## src/rtl/viol_pkg.sv

```systemverilog
package viol_pkg;
  localparam int DEF_NUM_CH = 14;
  localparam int DEF_CNT_W  = 16;
  localparam int SEL_W      = 4;

  typedef enum logic [1:0] {
    RA_CTRL = 2'd0,
    RA_CHAN = 2'd1,
    RA_CNT  = 2'd2,
    RA_NONE = 2'd3
  } reg_addr_e;

  localparam int B_CLR_ONE = 0;
  localparam int B_UPD_ONE = 1;
  localparam int B_BYTE_HI = 2;
  localparam int B_UPD_ALL = 3;
  localparam int B_CLR_ALL = 4;
endpackage

```

## src/rtl/viol_hold.sv

```systemverilog
module viol_hold #(
  parameter int HOLD_CYC = 50
) (
  input  logic clk,
  input  logic rst_n,
  input  logic lvl_i,
  output logic fire_o
);
  localparam int HCW = $clog2(HOLD_CYC + 1);
  localparam logic [HCW-1:0] HMAX = HCW'(HOLD_CYC);

  logic [HCW-1:0] hc_q, hc_d;

  always_comb begin
    hc_d = hc_q;
    if (!lvl_i)           hc_d = '0;
    else if (hc_q != HMAX) hc_d = hc_q + 1'b1;
  end

  always_ff @(posedge clk or negedge rst_n) begin
    if (!rst_n) hc_q <= '0;
    else        hc_q <= hc_d;
  end

  assign fire_o = lvl_i && (hc_q == HMAX);

  AST_FIRE_NEEDS_LEVEL: assert property (@(posedge clk) disable iff (!rst_n)
    fire_o |-> $past(lvl_i));
endmodule

```

## src/rtl/viol_ctrl.sv

```systemverilog
module viol_ctrl
  import viol_pkg::*;
#(
  parameter int CLR_MIN_CYC = 50
) (
  input  logic             clk,
  input  logic             rst_n,
  input  logic             wr_en,
  input  logic [1:0]       wr_addr,
  input  logic [7:0]       wr_data,
  output logic [7:0]       ctl_o,
  output logic [SEL_W-1:0] sel_o,
  output logic             clr_all_o,
  output logic             clr_one_o,
  output logic             snap_all_o,
  output logic             snap_one_o
);
  logic [7:0]       ctl_q, ctl_d;
  logic [SEL_W-1:0] sel_q, sel_d;
  logic [1:0]       upd_prev_q, upd_prev_d;

  always_comb begin
    ctl_d      = ctl_q;
    sel_d      = sel_q;
    upd_prev_d = {ctl_q[B_UPD_ALL], ctl_q[B_UPD_ONE]};
    if (wr_en && wr_addr == RA_CTRL) ctl_d = wr_data;
    if (wr_en && wr_addr == RA_CHAN) sel_d = wr_data[SEL_W-1:0];
  end

  always_ff @(posedge clk or negedge rst_n) begin
    if (!rst_n) begin
      ctl_q      <= '0;
      sel_q      <= '0;
      upd_prev_q <= '0;
    end else begin
      ctl_q      <= ctl_d;
      sel_q      <= sel_d;
      upd_prev_q <= upd_prev_d;
    end
  end

  assign snap_all_o = ctl_q[B_UPD_ALL] & ~upd_prev_q[1];
  assign snap_one_o = ctl_q[B_UPD_ONE] & ~upd_prev_q[0];
  assign ctl_o      = ctl_q;
  assign sel_o      = sel_q;

  viol_hold #(.HOLD_CYC(CLR_MIN_CYC)) u_hold_all (
    .clk(clk), .rst_n(rst_n), .lvl_i(ctl_q[B_CLR_ALL]), .fire_o(clr_all_o));
  viol_hold #(.HOLD_CYC(CLR_MIN_CYC)) u_hold_one (
    .clk(clk), .rst_n(rst_n), .lvl_i(ctl_q[B_CLR_ONE]), .fire_o(clr_one_o));

  AST_SNAP_ALL_ONCE: assert property (@(posedge clk) disable iff (!rst_n)
    snap_all_o |=> !snap_all_o);
  AST_SNAP_ONE_ONCE: assert property (@(posedge clk) disable iff (!rst_n)
    snap_one_o |=> !snap_one_o);
  AST_CLR_ALL_LEVEL: assert property (@(posedge clk) disable iff (!rst_n)
    clr_all_o |-> ctl_q[B_CLR_ALL]);
endmodule

```

## src/rtl/viol_chan.sv

```systemverilog
module viol_chan #(
  parameter int CNT_W = 16
) (
  input  logic             clk,
  input  logic             rst_n,
  input  logic             strb_i,
  input  logic             clr_i,
  input  logic             snap_i,
  output logic [CNT_W-1:0] hold_o
);
  localparam logic [CNT_W-1:0] CMAX = '1;

  logic [CNT_W-1:0] cnt_q, cnt_d;
  logic [CNT_W-1:0] hold_q, hold_d;

  always_comb begin
    cnt_d  = cnt_q;
    hold_d = hold_q;
    if (clr_i)                        cnt_d = '0;
    else if (strb_i && cnt_q != CMAX) cnt_d = cnt_q + 1'b1;
    if (snap_i)                       hold_d = cnt_q;
  end

  always_ff @(posedge clk or negedge rst_n) begin
    if (!rst_n) begin
      cnt_q  <= '0;
      hold_q <= '0;
    end else begin
      cnt_q  <= cnt_d;
      hold_q <= hold_d;
    end
  end

  assign hold_o = hold_q;

  AST_STEP_ONE: assert property (@(posedge clk) disable iff (!rst_n)
    (!clr_i && strb_i && cnt_q != CMAX) |=> cnt_q == $past(cnt_q) + 1'b1);
  AST_NO_WRAP: assert property (@(posedge clk) disable iff (!rst_n)
    (!clr_i && cnt_q == CMAX) |=> cnt_q == CMAX);
  AST_CLR_WINS: assert property (@(posedge clk) disable iff (!rst_n)
    clr_i |=> cnt_q == '0);
  AST_HOLD_KEEPS: assert property (@(posedge clk) disable iff (!rst_n)
    !snap_i |=> $stable(hold_q));
  AST_HOLD_COPIES: assert property (@(posedge clk) disable iff (!rst_n)
    snap_i |=> hold_q == $past(cnt_q));
endmodule

```

## src/rtl/viol_bank.sv

```systemverilog
module viol_bank
  import viol_pkg::*;
#(
  parameter int NUM_CH      = DEF_NUM_CH,
  parameter int CNT_W       = DEF_CNT_W,
  parameter int CLR_MIN_CYC = 50
) (
  input  logic              clk,
  input  logic              rst_n,
  input  logic              reg_wr,
  input  logic [1:0]        reg_addr,
  input  logic [7:0]        reg_wdata,
  output logic [7:0]        reg_rdata,
  input  logic [NUM_CH-1:0] viol_strb
);
  logic             rs_meta_q, rs_q;
  logic [7:0]       ctl;
  logic [SEL_W-1:0] sel;
  logic             clr_all, clr_one, snap_all, snap_one;
  logic [NUM_CH-1:0] clr_vec, snap_vec;
  logic [CNT_W-1:0] hold [NUM_CH];
  logic [CNT_W-1:0] sel_hold;
  logic             sel_ok;

  always_ff @(posedge clk or negedge rst_n) begin
    if (!rst_n) begin
      rs_meta_q <= 1'b0;
      rs_q      <= 1'b0;
    end else begin
      rs_meta_q <= 1'b1;
      rs_q      <= rs_meta_q;
    end
  end

  viol_ctrl #(.CLR_MIN_CYC(CLR_MIN_CYC)) u_ctrl (
    .clk(clk), .rst_n(rs_q), .wr_en(reg_wr), .wr_addr(reg_addr),
    .wr_data(reg_wdata), .ctl_o(ctl), .sel_o(sel),
    .clr_all_o(clr_all), .clr_one_o(clr_one),
    .snap_all_o(snap_all), .snap_one_o(snap_one));

  for (genvar g = 0; g < NUM_CH; g++) begin : g_ch
    assign clr_vec[g]  = clr_all  | (clr_one  && sel == SEL_W'(g));
    assign snap_vec[g] = snap_all | (snap_one && sel == SEL_W'(g));
    viol_chan #(.CNT_W(CNT_W)) u_chan (
      .clk(clk), .rst_n(rs_q), .strb_i(viol_strb[g]), .clr_i(clr_vec[g]),
      .snap_i(snap_vec[g]), .hold_o(hold[g]));
  end

  always_comb begin
    sel_hold = '0;
    sel_ok   = 1'b0;
    for (int i = 0; i < NUM_CH; i++) begin
      if (sel == SEL_W'(i)) begin
        sel_hold = hold[i];
        sel_ok   = 1'b1;
      end
    end
  end

  always_comb begin
    reg_rdata = 8'h00;
    case (reg_addr)
      RA_CTRL: reg_rdata = ctl;
      RA_CHAN: reg_rdata = 8'(sel);
      RA_CNT:  if (sel_ok) reg_rdata = ctl[B_BYTE_HI] ? sel_hold[15:8] : sel_hold[7:0];
      default: reg_rdata = 8'h00;
    endcase
  end

  AST_NOCH_READS_ZERO: assert property (@(posedge clk) disable iff (!rs_q)
    (reg_addr == RA_CNT && sel >= SEL_W'(NUM_CH)) |-> reg_rdata == 8'h00);
  AST_NOCH_NO_TARGET: assert property (@(posedge clk) disable iff (!rs_q)
    (sel >= SEL_W'(NUM_CH) && !clr_all && !snap_all) |-> (clr_vec == '0 && snap_vec == '0));
endmodule

```

## config.mk

```make
export PLATFORM = sky130hd
export DESIGN_NAME = viol_bank
export DESIGN_NICKNAME = d
export VERILOG_FILES = /design/src/rtl/viol_pkg.sv /design/src/rtl/viol_hold.sv /design/src/rtl/viol_ctrl.sv /design/src/rtl/viol_chan.sv /design/src/rtl/viol_bank.sv
export SDC_FILE = /design/constraint.sdc
export NUM_CORES = 1
export LEC_CHECK = 0
export BUFFER_PORTS_ARGS = -buffer_cell sky130_fd_sc_hd__clkbuf_2
export CAP_MARGIN = 10
export CORE_AREA = 4 4 174 244
export CTS_BUF_LIST = sky130_fd_sc_hd__clkbuf_2 sky130_fd_sc_hd__clkbuf_4 sky130_fd_sc_hd__clkbuf_8
export CTS_CLUSTER_SIZE = 14
export DETAILED_ROUTE_END_ITERATION = 10
export DIE_AREA = 0 0 178 248
export HOLD_SLACK_MARGIN = 0.1
export PLACE_DENSITY = 0.76
export RECOVER_POWER = 100
export SLEW_MARGIN = 0
export SYNTH_ARGS = -nofsm -noshare
export SYNTH_HDL_FRONTEND = slang
export SYNTH_SLANG_ARGS = --single-unit
export TNS_END_PERCENT = 5
```

## constraint.sdc

```tcl
create_clock -name clk -period 17.83 [get_ports clk]
set_clock_uncertainty 0.1 [all_clocks]
set_input_delay 1.783 -clock clk [delete_from_list [all_inputs] [get_ports clk]]
set_output_delay 1.783 -clock clk [all_outputs]
set_load 0.01 [all_outputs]
```

==> results.md, run 1 <==
| Stage | Metric | Value |
|---|---|---|
| placement | Setup WS pre-CTS | 12460 ps |
| die | Horizontal die dimension | 178 um |
| final layout | Final cell area excluding filler cells | 0.0259 mm2 |
| routing | Via Count | 17755 |
| clock tree | Clock buffer depth | 3 |
| routing | Total length of routed wires | 62.4 mm |
| setup path | Largest fanout of any net on the critical path | 83 |
| sta | Final hold violation count | 0 |
| global route | Overflow left after global routing | 0 |
| die | Die Outline Area | 0.0441 mm2 |
| setup path | Type of element launching the critical path | flop |
| power and ir drop | Power per cell area | 130 mW/mm2 |
| global route | Vias in the first global route | 17939 |
| clock tree | Resized Gates After CTS | 0 |
| setup path | CP max-delay cell | sky130_fd_sc_hd__clkbuf_1 |
| final layout | Layout area overhead | 8.46% |
| sta | Final setup TNS | 0 ps |
| global route | Wire length of the first global-routing pass | 99.1 mm |
| final layout | Number of nets in the layout | 2267 |
| clock tree | CTS Root Buffer Type | sky130_fd_sc_hd__clkbuf_8 |
| clock tree | Postcts setup bufs | 0 |
| die | Number of placement rows | 87 |
| logic synthesis | Prevailing post-synth register cell | sky130_fd_sc_hd__dfrtp_1 |
| placement | Weighted congestion reported at the end of routability-driven placement | 0.972 |
| power and ir drop | IR Drop Worst-Case VDD | 0.0802 mV |
| sta | Setup repair after global routing missed its margin | no |
| final layout | Commonest cells after routing, fill and taps aside | sky130_fd_sc_hd__dfrtp_1 (475), sky130_fd_sc_hd__mux2_2 (224), sky130_fd_sc_hd__nor2_1 (221), sky130_fd_sc_hd__nand2_1 (123), sky130_fd_sc_hd__o21ai_0 (102) |
| flow run | Max-capacitance violation count | 24 |
| sta | Max-slew violation count | 772 |
| final layout | Diode count | 0 |
| routing | Number of vias per cell | 6.31 |
| placement | Placement Cell Area | 0.0244 mm2 |
| sta | Final setup margin | 8350 ps |
| clock tree | Number of clock buffers inserted by TritonCTS | 75 |
| logic synthesis | Post-Synthesis Net Count | 2240 |
| die | Area of the core | 0.0402 mm2 |
| setup path | Crit Path Class | flop to asynchronous set/reset pin |
| final layout | Layout cell share with drive strength beyond 1 | 0.191 |
| logic synthesis | Number of distinct library cell variants in the gate-level netlist after synthesis | 86 |
| global route | Antenna violations before repair | 0 |
| run status | Failing checks | capacitance limit, slew limit |
| final layout | Share of the core filled with cells in the final layout | 0.646 |
| sta | Post-route minimum period | 9480 ps |
| logic synthesis | Syn_area_per_cell | 10.9 um2 |
| sta | Worst hold margin | 250 ps |
| setup path | Largest stage delay on the critical path | 3180 ps |
| die | Ports | 35 |
| sta | Final worst path period share | 0.532 |
| sta | Setup-failing EPs final | 0 |
| routing | Detailed-routing iteration count for the pre-antenna-repair pass | 5 |
| clock tree | Number of clock sinks | 476 |
| routing | Post-detailed-route DRC marker count | 0 |
| run status | Status | complete, but fails checks |
| logic synthesis | Mapped cell area | 0.0239 mm2 |
| global route | GRT Total Usage | 0.286 |
| logic synthesis | Number of warning messages in the yosys log | 0 |
| placement | Sum of net half-perimeters after detailed placement | 44.2 mm |
| placement | Buffers on Ports | 34 |
| sta | Slew HR | -1.87 |
| clock tree | Clock input transition at the sequential cells of the worst setup and hold paths | 60 ps |
| logic synthesis | Async S/R FF share, synth | 1.00 |
| logic synthesis | #FFs+latches synth | 476 |
| clock tree | Number of H-tree levels | 3 |
| setup path | WP data arrival | 9090 ps |
| routing | Post-DR wirelength/cell | 22.2 um |
| clock tree | Insertion delay of the later-clocked pin in the worst-skew pair | 630 ps |
| die | Die Span Y | 248 um |
| setup path | Critical path required time | 17430 ps |
| setup path | Most frequent cell on the critical path | sky130_fd_sc_hd__clkbuf_1 |
| global route | Pin count of the biggest net entering global routing | 173 |
| power and ir drop | Leakage power summed over all cells | 11.3 nW |
| clock tree | TritonCTS clock tree | yes |
| routing | Count of nets left with antenna violations after detail routing | 0 |
| sta | Actual slew at the worst max-slew pin | 4310 ps |
| die | Initial core utilization | 0.595 |
| sta | Maximum clock frequency | 105 MHz |
| clock tree | Number of buffers inserted for hold repair after clock tree synthesis | 0 |
| setup path | Cells along the critical path | clkbuf_1 > clkbuf_1 |
| logic synthesis | EDFF count, synth | 0 |
| worst hold path | Type of the worst min-delay path | flop to flop |
| logic synthesis | Cells after synthesis | 2195 |
| logic synthesis | Seq/Total Area, Yosys | 0.498 |
| setup path | Crit. End Element | asynchronous set/reset pin |
| final layout | Most frequent standard cell in the layout excluding fill and tap cells | sky130_fd_sc_hd__dfrtp_1 |
| routing | Starting DRC count in detailed routing | 1617 |
## cell type report
class | count | area (um2)
Sequential cell | 476 | 11900
Fill cell | 3093 | 14200
Inverter | 34 | 128
Clock buffer | 121 | 1500
Clock inverter | 13 | 161
Timing Repair Buffer | 54 | 274
Tap cell | 534 | 668
Multi-Input combinational cell | 1581 | 11300
## per-stage QoR
step                      std cells  power, W
after floorplan                2195   0.00208
after global placement         2677   0.00233
after detailed placement       2677   0.00236
after CTS                      2811   0.00339
after global routing           2813   0.00354
final                          2813   0.00337
## sequential cells by signal (all words and copies together) (netlist names), 2 cells and up
register                count
u_ctrl.u_hold_all.hc_q      6
u_ctrl.u_hold_one.hc_q      6
g_ch.u_chan.hold_o        224
u_ctrl.upd_prev_q           2
u_ctrl.sel_o                4
u_ctrl.ctl_o                8
g_ch.u_chan.cnt_q         224
## critical path, delay by kind of cell, from the launching register on
family	cells	cell delay, ps
flops	1	2660
buf+inv	2	5700
## power by group
group	total, W	internal (W)	switching (W)
combinational	0.000751	0.000348	0.000403
sequential	0.00161	0.00131	0.000292
clock	0.00101	0.000579	0.000434
total	0.00337	0.00224	0.00113
## cell usage after synthesis, types with 17 or more instances
cell type | count | area share
sky130_fd_sc_hd__mux2i_1 | 28 | 0.012
sky130_fd_sc_hd__ha_1 | 18 | 0.0094
sky130_fd_sc_hd__o211ai_1 | 18 | 0.0057
sky130_fd_sc_hd__a21oi_1 | 75 | 0.016
sky130_fd_sc_hd__nand2_1 | 123 | 0.019
sky130_fd_sc_hd__clkbuf_1 | 34 | 0.0053
sky130_fd_sc_hd__xnor2_1 | 100 | 0.037
sky130_fd_sc_hd__xor2_1 | 63 | 0.023
sky130_fd_sc_hd__and4_1 | 32 | 0.012
sky130_fd_sc_hd__nor4_1 | 22 | 0.0058
sky130_fd_sc_hd__nand3_1 | 81 | 0.017
sky130_fd_sc_hd__or3_1 | 25 | 0.0065
sky130_fd_sc_hd__mux4_2 | 19 | 0.018
sky130_fd_sc_hd__nand4_1 | 56 | 0.015
sky130_fd_sc_hd__nor2_1 | 220 | 0.035
sky130_fd_sc_hd__dfrtp_1 | 476 | 0.50
sky130_fd_sc_hd__o21ai_0 | 88 | 0.018
sky130_fd_sc_hd__o21ai_1 | 17 | 0.0036
sky130_fd_sc_hd__mux2_2 | 228 | 0.11
sky130_fd_sc_hd__inv_1 | 33 | 0.0052
sky130_fd_sc_hd__nor3_1 | 52 | 0.011
sky130_fd_sc_hd__buf_2 | 60 | 0.013
sky130_fd_sc_hd__and3_1 | 34 | 0.0089
sky130_fd_sc_hd__a211oi_1 | 23 | 0.0072
## logic make-up after synthesis
kind of cell | count (synthesis) | synth area share
AOI/OAI and AO/OA | 373 | 0.104
xor gates and xnor gates | 163 | 0.0597
adders and majority gates | 18 | 0.00942
buffers and inverters | 138 | 0.0267
DFF | 476 | 0.498
muxes | 275 | 0.137
other | 1 | 0.000157
and+or+nand+nor | 751 | 0.165
## per-layer routing
metal  vias to the layer above  wire, um  part of all wire  global-route usage
li1                       8111         -                 -                   -
met1                      9028     25100              0.40               0.357
met2                       491     31700              0.51               0.496
met3                       125      2810             0.045              0.0381
met4                         0      2850             0.046               0.126
met5                         -         0                 0                   0
## final timing paths
check / start / to / slack, ps / cells past startpoint
setup / recovery: rs_q / g_ch[12].u_chan.hold_o[13] / 8350 / 2
hold / removal: rs_meta_q / rs_q / 250 / 0
setup reg to reg: rs_q / g_ch[12].u_chan.hold_o[13] / 8350 / 2
hold reg to reg: rs_meta_q / rs_q / 250 / 0
max in group clk: u_ctrl.sel_o[0] / reg_rdata[2] / 9320 / 7
min in group asynchronous: rst_n / rs_q / 850 / 1
No activity file was read; power rests on OpenSTA's default activity.
==> inputs of run 2 (changes only) <==
--- a/config.mk
+++ b/config.mk
@@ -7,13 +7,13 @@
 export LEC_CHECK = 0
 export BUFFER_PORTS_ARGS = -buffer_cell sky130_fd_sc_hd__clkbuf_2
 export CAP_MARGIN = 10
-export CORE_AREA = 4 4 174 244
+export CORE_AREA = 4 4 176 246
 export CTS_BUF_LIST = sky130_fd_sc_hd__clkbuf_2 sky130_fd_sc_hd__clkbuf_4 sky130_fd_sc_hd__clkbuf_8
 export CTS_CLUSTER_SIZE = 14
 export DETAILED_ROUTE_END_ITERATION = 10
-export DIE_AREA = 0 0 178 248
+export DIE_AREA = 0 0 180 250
 export HOLD_SLACK_MARGIN = 0.1
-export PLACE_DENSITY = 0.76
+export PLACE_DENSITY = 0.77
 export RECOVER_POWER = 100
 export SLEW_MARGIN = 0
 export SYNTH_ARGS = -nofsm -noshare
==> constraint.sdc (replaced) <==
create_clock -name clk -period 7.7 [get_ports clk]
set_clock_uncertainty 0.1 [all_clocks]
set_input_delay 0.77 -clock clk [delete_from_list [all_inputs] [get_ports clk]]
set_output_delay 0.77 -clock clk [all_outputs]
set_load 0.01 [all_outputs]
==> run 2 against run 1 <==
  * The flow still finishes with violations (capacitance limit, slew limit)
  * Largest cell class unchanged
  * Utilization is 1.7 points lower
  * Cell area down 0.43%
  * Sequential power grew 130%
  * Sequential share of layout area grew 0.19 points
  * Combinational power rose by 130%
==> results.md, run 2 (same netlist as run 1, synthesis figures left out) <==
| Stage | Metric | Value | vs previous |
|---|---|---|---|
| global route | GRT Total Usage | 0.280 | was 0.286 |
| setup path | Startpoint of the lowest-slack register-to-register path | u_ctrl.sel_o[3] | was rs_q |
| routing | Total length of routed wires | 63.7 mm | was 62.4 mm |
| routing | Detailed-routing iteration count for the pre-antenna-repair pass | 5 | unchanged |
| sta | Actual slew at the worst max-slew pin | 3070 ps | was 4310 ps |
| power and ir drop | Leakage power summed over all cells | 11.2 nW | was 11.3 nW |
| final layout | Final cell area excluding filler cells | 0.0258 mm2 | was 0.0259 mm2 |
| setup path | CP max-delay cell | sky130_fd_sc_hd__clkbuf_1 | unchanged |
| routing | Count of nets left with antenna violations after detail routing | 0 | unchanged |
| setup path | Largest stage delay on the critical path | 1620 ps | was 3180 ps |
| clock tree | TritonCTS clock tree | yes | unchanged |
| final layout | Number of nets in the layout | 2264 | was 2267 |
| setup path | Critical R2R Capture | g_ch[10].u_chan.cnt_q[10] | was g_ch[12].u_chan.hold_o[13] |
| setup path | Most frequent cell on the critical path | sky130_fd_sc_hd__clkbuf_1 | unchanged |
| setup path | Type of element launching the critical path | flop | unchanged |
| setup path | Worst R2R Path Depth | 6 | was 2 |
| setup path | Setup slack of the most critical reg-to-reg path | 2390 ps | was 8350 ps |
| final layout | Share of the core filled with cells in the final layout | 0.629 | was 0.646 |
| power and ir drop | Power per cell area | 296 mW/mm2 | was 130 mW/mm2 |
| global route | Overflow left after global routing | 0 | unchanged |
| die | Initial core utilization | 0.582 | was 0.595 |
| placement | Buffers on Ports | 34 | unchanged |
| routing | Post-DR wirelength/cell | 22.7 um | was 22.2 um |
| setup path | Cells along the critical path | clkbuf_1 > nand2b_1 > or3_1 > o221ai_1 > a221oi_1 > o32ai_1 > clkbuf_1 | was clkbuf_1 > clkbuf_1 |
| die | Die Outline Area | 0.0450 mm2 | was 0.0441 mm2 |
| die | Ports | 35 | unchanged |
| placement | Weighted congestion reported at the end of routability-driven placement | 1.06 | was 0.972 |
| power and ir drop | Internal power | 0.00504 W | was 0.00224 W |
| power and ir drop | Switching power as a share of total power | 0.342 | was 0.335 |
| sta | Setup-failing EPs final | 0 | unchanged |
| routing | Starting DRC count in detailed routing | 1505 | was 1617 |
| setup path | Crit. End Element | primary output | was asynchronous set/reset pin |
| power and ir drop | Comb power frac | 0.223 | about the same |
| sta | Slew HR | -1.05 | was -1.87 |
| sta | Max-slew violation count | 496 | was 772 |
| final layout | Most frequent standard cell in the layout excluding fill and tap cells | sky130_fd_sc_hd__dfrtp_1 | unchanged |
| routing | Met3 routed WL | 3.63 mm | was 2.81 mm |
| placement | Sum of net half-perimeters after detailed placement | 46.0 mm | was 44.2 mm |
| setup path | Largest fanout of any net on the critical path | 50 | was 83 |
| sta | Final setup TNS | 0 ps | unchanged |
| final layout | Layout cell share with drive strength beyond 1 | 0.191 | about the same |
| clock tree | Resized Gates After CTS | 0 | unchanged |
| routing | Met1 layer wirelength in the final routing | 24.7 mm | was 25.1 mm |
| power and ir drop | IR Drop Worst-Case VDD | 0.227 mV | was 0.0802 mV |
| sta | Post-route minimum period | 5880 ps |  |
| sta | Maximum clock frequency | 170 MHz |  |
| die | Area of the core | 0.0411 mm2 | was 0.0402 mm2 |
| global route | Antenna violations before repair | 2 | was 0 |
| power and ir drop | Sw Pwr | 0.00261 W | was 0.00113 W |
| run status | Status | complete, but fails checks | unchanged |
| global route | Vias in the first global route | 17831 | was 17939 |
| routing | Post-detailed-route DRC marker count | 0 | unchanged |
| routing | Met2 wire length | 31.9 mm | was 31.7 mm |
| clock tree | Postcts setup bufs | 0 | unchanged |
| clock tree | Insertion delay of the later-clocked pin in the worst-skew pair | 650 ps | was 630 ps |
| global route | Wire length of the first global-routing pass | 101 mm | was 99.1 mm |
| sta | Final worst path period share | 0.764 |  |
| placement | Placement Cell Area | 0.0244 mm2 | about the same |
| worst hold path | Hold-critical path endpoint | rs_q | unchanged |
| die | Number of placement rows | 88 | was 87 |
| sta | Final hold violation count | 0 | unchanged |
| routing | Via Count | 17882 | was 17755 |
| flow run | Max-capacitance violation count | 23 | was 24 |
| run status | Failing checks | capacitance limit, slew limit | unchanged |
| die | Horizontal die dimension | 180 um | was 178 um |
| final layout | Commonest cells after routing, fill and taps aside | sky130_fd_sc_hd__dfrtp_1 (476), sky130_fd_sc_hd__mux2_2 (228), sky130_fd_sc_hd__nor2_1 (221), sky130_fd_sc_hd__nand2_1 (123), sky130_fd_sc_hd__o21ai_0 (102) | was sky130_fd_sc_hd__dfrtp_1 (475), sky130_fd_sc_hd__mux2_2 (224), sky130_fd_sc_hd__nor2_1 (221), sky130_fd_sc_hd__nand2_1 (123), sky130_fd_sc_hd__o21ai_0 (102) |
| power and ir drop | Share of power burned in the clock network | 0.285 | was 0.300 |
| power and ir drop | Seq pwr share | 0.492 | was 0.477 |
| clock tree | CTS Root Buffer Type | sky130_fd_sc_hd__clkbuf_8 | unchanged |
| worst hold path | Hold Crit Start | rs_meta_q | unchanged |
| clock tree | Number of clock sinks | 476 | unchanged |
| clock tree | Number of H-tree levels | 3 | unchanged |
| routing | Number of vias per cell | 6.36 | was 6.31 |
| global route | Pin count of the biggest net entering global routing | 173 | unchanged |
| clock tree | Clock input transition at the sequential cells of the worst setup and hold paths | 60 ps | about the same |
| setup path | Crit Path Class | flop to primary output | was flop to asynchronous set/reset pin |
| setup path | Critical path required time | 6830 ps | was 17430 ps |
| final layout | Layout area overhead | 7.99% | was 8.46% |
| die | Die Span Y | 250 um | was 248 um |
| clock tree | Number of buffers inserted for hold repair after clock tree synthesis | 1 | was 0 |
| worst hold path | Type of the worst min-delay path | flop to flop | unchanged |
| worst hold path | Hold Crit Depth | 0 | unchanged |
| clock tree | Clock buffer depth | 3 | unchanged |
| routing | Highest Signal Layer | met4 | unchanged |
| clock tree | Number of clock buffers inserted by TritonCTS | 74 | was 75 |
| sta | Setup repair after global routing missed its margin | no | unchanged |
| setup path | WP data arrival | 5010 ps | was 9090 ps |
## run 2: cell count changes in the layout (fill, tap and decap cells not counted), sizes merged
cell and change:
clkbuf -12, buf +3, bufinv -3, clkinv +2
clkinvlp -1, diode +1, dlygate4sd3 +1, inv +1
## run 2: worst max-delay path by stage
stage	startpoint	to	slack, ps	cells past startpoint
2_1_floorplan	rs_q	g_ch[0].u_chan.cnt_q[0]	2950	0
6_report	u_ctrl.sel_o[3]	reg_rdata[1]	1820	7
4_1_cts	u_ctrl.sel_o[0]	reg_rdata[2]	3200	7
3_3_place_gp	u_ctrl.sel_o[0]	reg_rdata[2]	3910	7
5_1_grt	u_ctrl.sel_o[3]	reg_rdata[1]	1640	7
3_5_place_dp	u_ctrl.sel_o[0]	reg_rdata[2]	3870	7
## run 2: critical path, delay by kind of cell, from the launching register on
family	cells	cell delay (ps)
DFF	1	320
buffers and inverters	2	1830
AOI/OAI and AO/OA	3	820
and+or+nand+nor	2	1380
## run 2: power groups by stage
stage | Combinational, W | Sequential (W) | Clock (W)
2_1_floorplan | 0.00136 | 0.00345 | 0
3_3_place_gp | 0.00163 | 0.00376 | 0
3_5_place_dp | 0.00169 | 0.00378 | 0
4_1_cts | 0.00170 | 0.00375 | 0.00223
5_1_grt | 0.00188 | 0.00382 | 0.00234
6_report | 0.00171 | 0.00376 | 0.00218
## run 2: area by class of cell
cell class,instances,area (um2)
Inverter,34,128
Clock inverter,12,78.8
Sequential cell,476,11900
Fill cell,3306,15200
Tap cell,540,676
Antenna cell,1,2.50
Clock buffer,115,1450
Multi-Input combinational cell,1581,11300
Timing Repair Buffer,52,294
## run 2: layer usage
metal / track usage / up-vias
met5: 0 / -
met4: 0.139 / 0
met3: 0.0443 / 173
met2: 0.478 / 603
met1: 0.349 / 9010
li1: - / 8096
## run 2: metrics by stage
stage,total power (W),setup slack (ps),instances,hold WS (ps)
after floorplan,0.00481,2950,2195,231
after global placement,0.00539,3910,2679,234
after detailed placement,0.00547,3870,2680,236
after CTS,0.00768,3200,2808,230
after global routing,0.00804,1640,2811,260
final,0.00765,1820,2811,245
